[src/rtl/frame_timing_pkg.sv]
package frame_timing_pkg;

  typedef enum logic [1:0] {
    PH_LOAD   = 2'd0,
    PH_VBLANK = 2'd1,
    PH_EXTRA  = 2'd2,
    PH_ACTIVE = 2'd3
  } phase_t;

  // Strobes from control to datapath
  typedef struct packed {
    logic load;
    logic colInc;
    logic colClr;
    logic rowInc;
    logic rowClr;
  } strobe_t;

  // Compare results from datapath to control
  typedef struct packed {
    logic colAtRowEnd;
    logic rowAtVEnd;
    logic rowAtActEnd;
    logic colAtDlyEnd;
    logic shDlyNz;
    logic candVbNz;
    logic candDlyNz;
    logic inActiveCols;
    logic atOrigin;
  } status_t;

endpackage

[src/rtl/frame_timing_path.sv]
module frame_timing_path
  import frame_timing_pkg::*;
#(
  parameter int COL_W       = 12,
  parameter int ROW_W       = 12,
  parameter int HB_W        = 11,
  parameter int VB_W        = 15,
  parameter int DARK_W      = 8,
  parameter int DLY_W       = 14,
  parameter int HB_MIN_FULL = 202,
  parameter int HB_MIN_LOW  = 114,
  parameter int LEN_W       = ((HB_W > COL_W) ? HB_W : COL_W) + 1,
  parameter int CCNT_W      = (LEN_W > DLY_W) ? LEN_W : DLY_W,
  parameter int VMAX_W      = (VB_W > DARK_W) ? VB_W : DARK_W,
  parameter int RCNT_W      = (VMAX_W > ROW_W) ? VMAX_W : ROW_W
) (
  input  logic              clk,
  input  logic              rstN,
  input  strobe_t           strb,
  input  logic [COL_W-1:0]  activeWidth,
  input  logic [ROW_W-1:0]  activeHeight,
  input  logic [HB_W-1:0]   hBlank,
  input  logic [VB_W-1:0]   vBlank,
  input  logic [DARK_W-1:0] darkRows,
  input  logic [DLY_W-1:0]  extraDelay,
  input  logic              lowPower,
  output status_t           stat,
  output logic [RCNT_W-1:0] rowCnt,
  output logic [CCNT_W-1:0] colCnt
);

  // Candidate (clamped) settings from the live inputs
  logic [HB_W-1:0]   hbMin;
  logic [HB_W-1:0]   candHb;
  logic [RCNT_W-1:0] candVb;
  logic [COL_W-1:0]  candW;
  logic [ROW_W-1:0]  candH;

  always_comb begin
    hbMin  = lowPower ? HB_W'(HB_MIN_LOW) : HB_W'(HB_MIN_FULL);
    candHb = (hBlank < hbMin) ? hbMin : hBlank;
    candVb = (RCNT_W'(vBlank) < RCNT_W'(darkRows)) ? RCNT_W'(darkRows) : RCNT_W'(vBlank);
    candW  = (activeWidth == '0) ? COL_W'(1) : activeWidth;
    candH  = (activeHeight == '0) ? ROW_W'(1) : activeHeight;
  end

  // Shadow registers, loaded once per frame
  logic [HB_W-1:0]   shHb;
  logic [RCNT_W-1:0] shVb;
  logic [COL_W-1:0]  shW;
  logic [ROW_W-1:0]  shH;
  logic [DLY_W-1:0]  shDly;

  always_ff @(posedge clk) begin
    if (!rstN) begin
      shHb  <= '0;
      shVb  <= '0;
      shW   <= '0;
      shH   <= '0;
      shDly <= '0;
    end else if (strb.load) begin
      shHb  <= candHb;
      shVb  <= candVb;
      shW   <= candW;
      shH   <= candH;
      shDly <= extraDelay;
    end
  end

  // Column and row counters
  always_ff @(posedge clk) begin
    if (!rstN) begin
      colCnt <= '0;
    end else if (strb.colClr) begin
      colCnt <= '0;
    end else if (strb.colInc) begin
      colCnt <= colCnt + CCNT_W'(1);
    end
  end

  always_ff @(posedge clk) begin
    if (!rstN) begin
      rowCnt <= '0;
    end else if (strb.rowClr) begin
      rowCnt <= '0;
    end else if (strb.rowInc) begin
      rowCnt <= rowCnt + RCNT_W'(1);
    end
  end

  // Compares
  logic [LEN_W-1:0] rowLen;

  always_comb begin
    rowLen            = LEN_W'(shHb) + LEN_W'(shW);
    stat.colAtRowEnd  = (colCnt == CCNT_W'(rowLen) - CCNT_W'(1));
    stat.rowAtVEnd    = (rowCnt == shVb - RCNT_W'(1));
    stat.rowAtActEnd  = (rowCnt == RCNT_W'(shH) - RCNT_W'(1));
    stat.colAtDlyEnd  = (colCnt == CCNT_W'(shDly) - CCNT_W'(1));
    stat.shDlyNz      = (shDly != '0);
    stat.candVbNz     = (candVb != '0);
    stat.candDlyNz    = (extraDelay != '0);
    stat.inActiveCols = (colCnt >= CCNT_W'(shHb));
    stat.atOrigin     = (colCnt == '0) && (rowCnt == '0);
  end

endmodule

[src/rtl/frame_timing_ctrl.sv]
module frame_timing_ctrl
  import frame_timing_pkg::*;
(
  input  logic    clk,
  input  logic    rstN,
  input  logic    pixEn,
  input  status_t stat,
  output strobe_t strb,
  output logic    fv,
  output logic    lv,
  output logic    sof
);

  phase_t phase;
  phase_t nextPhase;
  phase_t firstPhase;

  always_comb begin
    if (stat.candVbNz)       firstPhase = PH_VBLANK;
    else if (stat.candDlyNz) firstPhase = PH_EXTRA;
    else                     firstPhase = PH_ACTIVE;
  end

  always_comb begin
    strb      = '0;
    nextPhase = phase;
    if (pixEn) begin
      unique case (phase)
        PH_LOAD: begin
          strb.load   = 1'b1;
          strb.colClr = 1'b1;
          strb.rowClr = 1'b1;
          nextPhase   = firstPhase;
        end
        PH_VBLANK: begin
          if (stat.colAtRowEnd) begin
            strb.colClr = 1'b1;
            if (stat.rowAtVEnd) begin
              strb.rowClr = 1'b1;
              nextPhase   = stat.shDlyNz ? PH_EXTRA : PH_ACTIVE;
            end else begin
              strb.rowInc = 1'b1;
            end
          end else begin
            strb.colInc = 1'b1;
          end
        end
        PH_EXTRA: begin
          if (stat.colAtDlyEnd) begin
            strb.colClr = 1'b1;
            nextPhase   = PH_ACTIVE;
          end else begin
            strb.colInc = 1'b1;
          end
        end
        PH_ACTIVE: begin
          if (stat.colAtRowEnd) begin
            strb.colClr = 1'b1;
            if (stat.rowAtActEnd) begin
              strb.rowClr = 1'b1;
              strb.load   = 1'b1;
              nextPhase   = firstPhase;
            end else begin
              strb.rowInc = 1'b1;
            end
          end else begin
            strb.colInc = 1'b1;
          end
        end
        default: nextPhase = PH_LOAD;
      endcase
    end
  end

  always_ff @(posedge clk) begin
    if (!rstN) phase <= PH_LOAD;
    else       phase <= nextPhase;
  end

  always_comb begin
    fv  = (phase == PH_ACTIVE);
    lv  = fv && stat.inActiveCols;
    sof = fv && pixEn && stat.atOrigin;
  end

endmodule

[src/rtl/frame_timing_gen.sv]
module frame_timing_gen
  import frame_timing_pkg::*;
#(
  parameter int COL_W       = 12,
  parameter int ROW_W       = 12,
  parameter int HB_W        = 11,
  parameter int VB_W        = 15,
  parameter int DARK_W      = 8,
  parameter int DLY_W       = 14,
  parameter int HB_MIN_FULL = 202,
  parameter int HB_MIN_LOW  = 114,
  localparam int LEN_W      = ((HB_W > COL_W) ? HB_W : COL_W) + 1,
  localparam int CCNT_W     = (LEN_W > DLY_W) ? LEN_W : DLY_W,
  localparam int VMAX_W     = (VB_W > DARK_W) ? VB_W : DARK_W,
  localparam int RCNT_W     = (VMAX_W > ROW_W) ? VMAX_W : ROW_W
) (
  input  logic              clk,
  input  logic              rstN,
  input  logic              pixEn,
  input  logic [COL_W-1:0]  activeWidth,
  input  logic [ROW_W-1:0]  activeHeight,
  input  logic [HB_W-1:0]   hBlank,
  input  logic [VB_W-1:0]   vBlank,
  input  logic [DARK_W-1:0] darkRows,
  input  logic [DLY_W-1:0]  extraDelay,
  input  logic              lowPower,
  output logic              fv,
  output logic              lv,
  output logic              sof,
  output logic [RCNT_W-1:0] rowIdx,
  output logic [CCNT_W-1:0] colIdx
);

  strobe_t strb;
  status_t stat;

  frame_timing_ctrl u_ctrl (
    .clk  (clk),
    .rstN (rstN),
    .pixEn(pixEn),
    .stat (stat),
    .strb (strb),
    .fv   (fv),
    .lv   (lv),
    .sof  (sof)
  );

  frame_timing_path #(
    .COL_W(COL_W), .ROW_W(ROW_W), .HB_W(HB_W), .VB_W(VB_W),
    .DARK_W(DARK_W), .DLY_W(DLY_W),
    .HB_MIN_FULL(HB_MIN_FULL), .HB_MIN_LOW(HB_MIN_LOW),
    .LEN_W(LEN_W), .CCNT_W(CCNT_W), .VMAX_W(VMAX_W), .RCNT_W(RCNT_W)
  ) u_path (
    .clk         (clk),
    .rstN        (rstN),
    .strb        (strb),
    .activeWidth (activeWidth),
    .activeHeight(activeHeight),
    .hBlank      (hBlank),
    .vBlank      (vBlank),
    .darkRows    (darkRows),
    .extraDelay  (extraDelay),
    .lowPower    (lowPower),
    .stat        (stat),
    .rowCnt      (rowIdx),
    .colCnt      (colIdx)
  );

endmodule

[config.mk]
export PLATFORM = sky130hd
export DESIGN_NAME = frame_timing_gen
export DESIGN_NICKNAME = d
export VERILOG_FILES = /design/src/rtl/frame_timing_pkg.sv /design/src/rtl/frame_timing_path.sv /design/src/rtl/frame_timing_ctrl.sv /design/src/rtl/frame_timing_gen.sv
export SDC_FILE = /design/constraint.sdc
export NUM_CORES = 1
export LEC_CHECK = 0
export BUFFER_PORTS_ARGS = -buffer_cell sky130_fd_sc_hd__buf_2
export CORE_AREA = 2 2 152 154
export DETAILED_ROUTE_END_ITERATION = 8
export DIE_AREA = 0 0 154 156
export SKIP_CTS_REPAIR_TIMING = 1
export SLEW_MARGIN = 25
export SYNTH_ARGS = -nofsm -noshare
export SYNTH_HDL_FRONTEND = slang
export SYNTH_SLANG_ARGS = --single-unit
[constraint.sdc]
create_clock -name clk -period 3.9 [get_ports clk]
set_input_delay 0 -clock clk [delete_from_list [all_inputs] [get_ports clk]]
set_output_delay 0 -clock clk [all_outputs]
set_load 0.02 [all_outputs]
==> results.toml, run 1 <==
[clock_tree]
cts_buffers = 9
clock_latency_ns = 0.36
cts.htree.levels = 3
cts.sinks = 95
cts_buffer_depth = 2
cts-root-buf = "clkbuf_16"
clk_transition_reported_paths_ns = 0.08
cts_tree = "yes"

[floorplan]
rows = 55
start_util = 0.344
fp.dieH_um = 156
die_w_um = 154
die_area_um2 = 24000
boundaryPins = 108
core-area_um2 = 22400

[synthesis]
synth_edf_count = 0
synth_fa_ha_area_frac = 0.0984
ys_seq_elements = 95
synth_xor_area_frac = 0.0921
muxShareOfSynthArea = 0.0445
synth_area_per_cell_um2 = 7.79
synth-simple-area-share = 0.239
syn_inst = 989
ys_seq_area_frac = 0.247
async_reset_ff_frac = 0
ys_types = 79
synth_warnings = 0
synth_flop_cell = "dfxtp_1"
synth-compound-area-share = 0.198
synthesis.nets = 1125
synth_top_family_by_area = "simple AND/OR/NAND/NOR gates"
synth_area_um2 = 7700

[final_layout]
final_cell_mix = "buf_2, dfxtp_1, nand2_1"
n_fill_cell = 2262
layoutNonFillerInstCount = 1402
diodes = 0
nets = 1249
utilization = 0.417
design_area_um2 = 9320
area_delta_synth_final_pct = 21.0
drive_gt1_frac = 0.164
mostFrequentLayoutCell = "buf_2"

[power_and_ir_drop]
ir_drop_uv = 328
power.leakage_nw = 3.75
pwr_density_cell_nw_per_um2 = 642
p_total_mw = 5.98

[critical_path]
crit_path_frequent_cell = "inv_1"
arrival_ns = 3.89
end_kind = "flop"
crit_chain = "inv_1, ha_1, inv_1, ha_1, inv_1, fa_1, nor2b_1, o31a_1, o21a_1, or4_1, a211oi_1, and4_2, a21oi_2, nor2_4, buf_4, a211oi_1"
critPathMaxStageDelay_ns = 0.52
path_buf_inv = 4
crit_family = "simple AND/OR/NAND/NOR gates"
worstPathRequired_ns = 4.12
worstSetupPathType = "flop to flop"
cp_slowest_cell = "or4_1"
crit_path_start_kind = "flop"
cp_max_fo = 10

[detailed_routing]
wl_um = 23600
drtPass1Iterations = 6
vias_per_cell = 5.41
vias = 7589
post_drt_wl_per_cell_um = 16.8
drc = 0
drtIter0Drc = 542
ant_nets = 0

[placement]
place_ws_ns = 0.246
dp.cells = 1337
gp_congestion = 0.903
place_area_um2 = 8480
port_buffers = 107
place_hpwl_um = 17500

[sta]
worst_pin_slew_ns = 0.738
slew_violations = 0
finalClockSkew_ns = 0.00941
worst_slack_ns = 0.237
period_needed_ns = 3.66
finalHoldViolCount = 1
holdWs_ns = -0.00975
setup-violations-final = 0
finalCritPeriodShare = 0.939
fin_setup_tns_ns = 0
rsz0062_at_grt = "true"
slew_headroom = 0.504
fmaxAchievable_ghz = 0.273

[grt]
antenna_found_initial = 0
grt_pass1_vias = 6786
grtUsageTotal = 0.189
grt_pass1_wl_um = 36500
grt_overflow = 0
grt_start_max_net_pins = 61

[run]
maxCapViolCount = 0

[hold_path]
hp-class = "input pin to flop"

[outcome]
violations = "negative hold slack"
outcome = "finished, violations left"
==> kinds of logic (layout without fill, tap and decap cells) <==
kind of cell               Yosys count  after routing
DFF                                 95             95
muxes                               34             34
AOI/OAI and AO/OA                  229            229
xor gates and xnor gates            81             81
buffers and inverters              146            274
adders and majority gates           60             60
and+or+nand+nor                    344            344
==> layer usage <==
layer	up-vias	share of wire	global-route usage
met5	-	0	0
met4	0	0.015	0.0401
met3	25	0.048	0.0375
met2	189	0.46	0.306
met1	3576	0.47	0.262
li1	3799	-	-
==> synth_stat cells, drive strengths merged, types with 32 or more instances <==
cell type	number	area, um^2
a21oi	75	379
clkbuf	48	181
dfxtp	95	1900
ha	59	738
inv	79	297
mux2i	32	320
nand2	85	319
nand3	45	225
nor2	52	210
nor4	38	244
o21ai	47	235
xnor2	54	473
==> sequential cells by signal (all words and copies together), names as in the netlist <==
signal,cells
u_ctrl.phase,2
u_path.shHb,11
u_path.shDly,14
u_path.shW,12
u_path.colCnt,14
u_path.rowCnt,15
u_path.shVb,15
u_path.shH,12
==> power breakdown <==
part | total (mW) | internal (mW) | switching (mW)
clock | 0.931 | 0.504 | 0.426
sequential | 1.41 | 1.17 | 0.243
combinational | 3.64 | 1.61 | 2.03
==> final timing paths <==
| kind | start | to | slack, ns | depth (start not counted) |
|---|---|---|---|---|
| setup / recovery | u_path.shHb[1]$_SDFFE_PN0P_ | u_path.shVb[0]$_SDFFE_PN0P_ | 0.24 | 16 |
| hold / removal | activeHeight[0] | u_path.shH[0]$_SDFFE_PN0P_ | -0.01 | 4 |
| setup reg to reg | u_path.shHb[1]$_SDFFE_PN0P_ | u_path.shVb[0]$_SDFFE_PN0P_ | 0.24 | 16 |
| hold reg to reg | u_path.shW[9]$_SDFFE_PN0P_ | u_path.shW[9]$_SDFFE_PN0P_ | 0.46 | 2 |
==> worst reg2reg max path: stages, from the launching register on <==
cell and delay [ns]:
dfxtp_1 0.33, inv_1 0.07, ha_1 0.27, inv_1 0.04
ha_1 0.20, inv_1 0.07, fa_1 0.21, nor2b_1 0.07
o31a_1 0.26, o21a_1 0.18, or4_1 0.52, a211oi_1 0.28
and4_2 0.35, a21oi_2 0.10, nor2_4 0.24, buf_4 0.25
a211oi_1 0.09
==> cell type report <==
cell class | instances | area (um^2) | share of cell area
multi-input combinational | 748 | 5220 | 0.560
sequential | 95 | 1900 | 0.204
timing repair buffer | 180 | 1250 | 0.134
tap | 285 | 357 | 0.0383
inverter | 79 | 297 | 0.0318
clock buffer | 9 | 225 | 0.0242
clock inverter | 6 | 75.1 | 0.00805
(Power assumes the default switching activity.)
==> run 2, diff against run 1 <==
SKIP_CTS_REPAIR_TIMING = unset   (was 1)
clock period = 3.2 ns   (was 3.9 ns; I/O delays follow)
==> run 2 against run 1 <==
The flow finishes with violations (negative setup slack); die area stayed put; sequential share of layout area is 2.4 points lower; setup slack worse by 0.41 ns; critical endpoint is now u_path.shW[6]$_SDFFE_PN0P_; highest routed layer unchanged.
==> results.toml, run 2 (same netlist as run 1, synthesis figures left out) <==
[placement]
gp_congestion = 0.871
port_buffers = 107
dp.cells = 1416
place_hpwl_um = 18100
place_ws_ns = -0.207

[sta]
worst_pin_slew_ns = 0.957
finalCritPeriodShare = 1.06
period_needed_ns = 3.38
finalClockSkew_ns = 0.00882
worst_slack_ns = -0.177
slew_headroom = 0.362
slew_violations = 0
fmaxAchievable_ghz = 0.296
rsz0062_at_grt = "true"
holdWs_ns = 0.0178
setup-violations-final = 86
finalHoldViolCount = 0

[final_layout]
drive_gt1_frac = 0.273
nets = 1343
seqCellArea_um2 = 1910
top_regs = "u_path.rowCnt x15, u_path.shVb x15"
mostFrequentLayoutCell = "buf_2"
multiInputGateArea_um2 = 5560
n_fill_cell = 2136
area_delta_synth_final_pct = 38.0
utilization = 0.475
final_cell_mix = "buf_2, buf_4, dfxtp_1"
diodes = 0
layoutNonFillerInstCount = 1497

[outcome]
violations = "negative setup slack"
outcome = "finished, violations left"

[power_and_ir_drop]
power.leakage_nw = 4.47
pwr_density_cell_nw_per_um2 = 841
ir_drop_uv = 442

[grt]
antenna_found_initial = 0
use_met1 = 0.256
top_usage_layer = "met2"
grt_start_max_net_pins = 60
use_met3 = 0.0269
grt_pass1_vias = 7492
grtUsageTotal = 0.202
grtUsageMet2 = 0.351
grt_overflow = 0
grt_pass1_wl_um = 38900

[detailed_routing]
vias = 7949
post_drt_wl_per_cell_um = 16.6
drc = 0
drtIter0Drc = 434
wl_um = 24900
ant_nets = 0
drtPass1Iterations = 7
vias_per_cell = 5.31

[floorplan]
fp.dieH_um = 156
start_util = 0.344
core-area_um2 = 22400
boundaryPins = 108
die_w_um = 154
rows = 55
die_area_um2 = 24000

[clock_tree]
cts.sinks = 95
cts.htree.levels = 3
cts_buffers = 9
cts-root-buf = "clkbuf_16"
clock_latency_ns = 0.36
clk_transition_reported_paths_ns = 0.07
cts_buffer_depth = 2
cts_tree = "yes"

[critical_path]
end_kind = "flop"
worstPathRequired_ns = 3.49
worstSetupPathType = "flop to flop"
cp_max_fo = 8
arrival_ns = 3.66
crit_path_start_kind = "flop"
reg2regPathDepth = 18
reg2reg_slack_ns = -0.18

[hold_path]
min_path_cells = 3
hp-class = "input pin to flop"

[run]
maxCapViolCount = 0
-- run 2: changes by cell type in the layout (fill, tap and decap cells not counted), sizes merged --
cell,previous run,this run
inv,82,83
buf,130,220
clkinvlp,1,0
clkbuf,9,14
-- run 2: area by class of cell --
type                    instances  share of cell area
multi-input cells             748               0.523
repair buffers                274               0.207
flip-flops and latches         95               0.180
well taps                     285              0.0336
inverters                      79              0.0279
clock buffers                  10              0.0215
clock inverters                 6             0.00683
-- run 2: critical path, stage by stage, from the launching register on --
cell and delay [ns]:
dfxtp_2 0.34, inv_2 0.04, ha_4 0.25, inv_2 0.04, ha_4 0.15, inv_2 0.05
fa_2 0.19, nor2b_2 0.05, o31a_1 0.26, o21a_1 0.20, or4_4 0.42, a211oi_2 0.22
and4_4 0.27, buf_4 0.12, a21o_4 0.18, buf_12 0.14, clkbuf_16 0.15, nand3_1 0.08
a21oi_1 0.15
-- run 2: where the power goes --
group / switching, mW / total (mW) / leakage (nW) / internal, mW
sequential: 0.240 / 1.67 / 0.779 / 1.43
clock: 0.513 / 1.13 / 0.150 / 0.620
combinational: 3.03 / 6.13 / 3.54 / 3.10
-- run 2: what timing repair did --
action | in CTS | in global routing
hold buffers | 50 | 0
setup buffers | 9 | 0
endpoints found under the setup margin | 93 | 95
resized for setup | 34 | 28
pin swaps | 9 | 22
cloned | 4 | 4
endpoints found under the hold margin | 50 | 0
-- run 2: worst paths after layout --
check	end	startpoint
hold reg to reg	u_path.shW[10]$_SDFFE_PN0P_	u_path.shW[10]$_SDFFE_PN0P_
setup reg to reg	u_path.shW[6]$_SDFFE_PN0P_	u_path.shW[1]$_SDFFE_PN0P_
setup / recovery	u_path.shW[6]$_SDFFE_PN0P_	u_path.shW[1]$_SDFFE_PN0P_
hold / removal	u_path.shHb[5]$_SDFFE_PN0P_	hBlank[5]
-- run 2: layer usage --
| metal | routed length (um) | share of wire |
|---|---|---|
| met1 | 11200 | 0.45 |
| met2 | 12000 | 0.48 |
| met3 | 1050 | 0.042 |
| met4 | 688 | 0.028 |
| met5 | 0 | 0 |
-- run 2: stage by stage --
stage | power, mW | instance area, um^2 | setup TNS [ns]
after floorplan | 5.33 | 7910 | -0.246
after global placement | 6.85 | 9300 | -5.21
after detailed placement | 6.91 | 9300 | -11.60
after CTS | 8.64 | 10400 | -8.61
after global routing | 9.61 | 10600 | -21.73
final | 8.94 | 10600 | -7.71
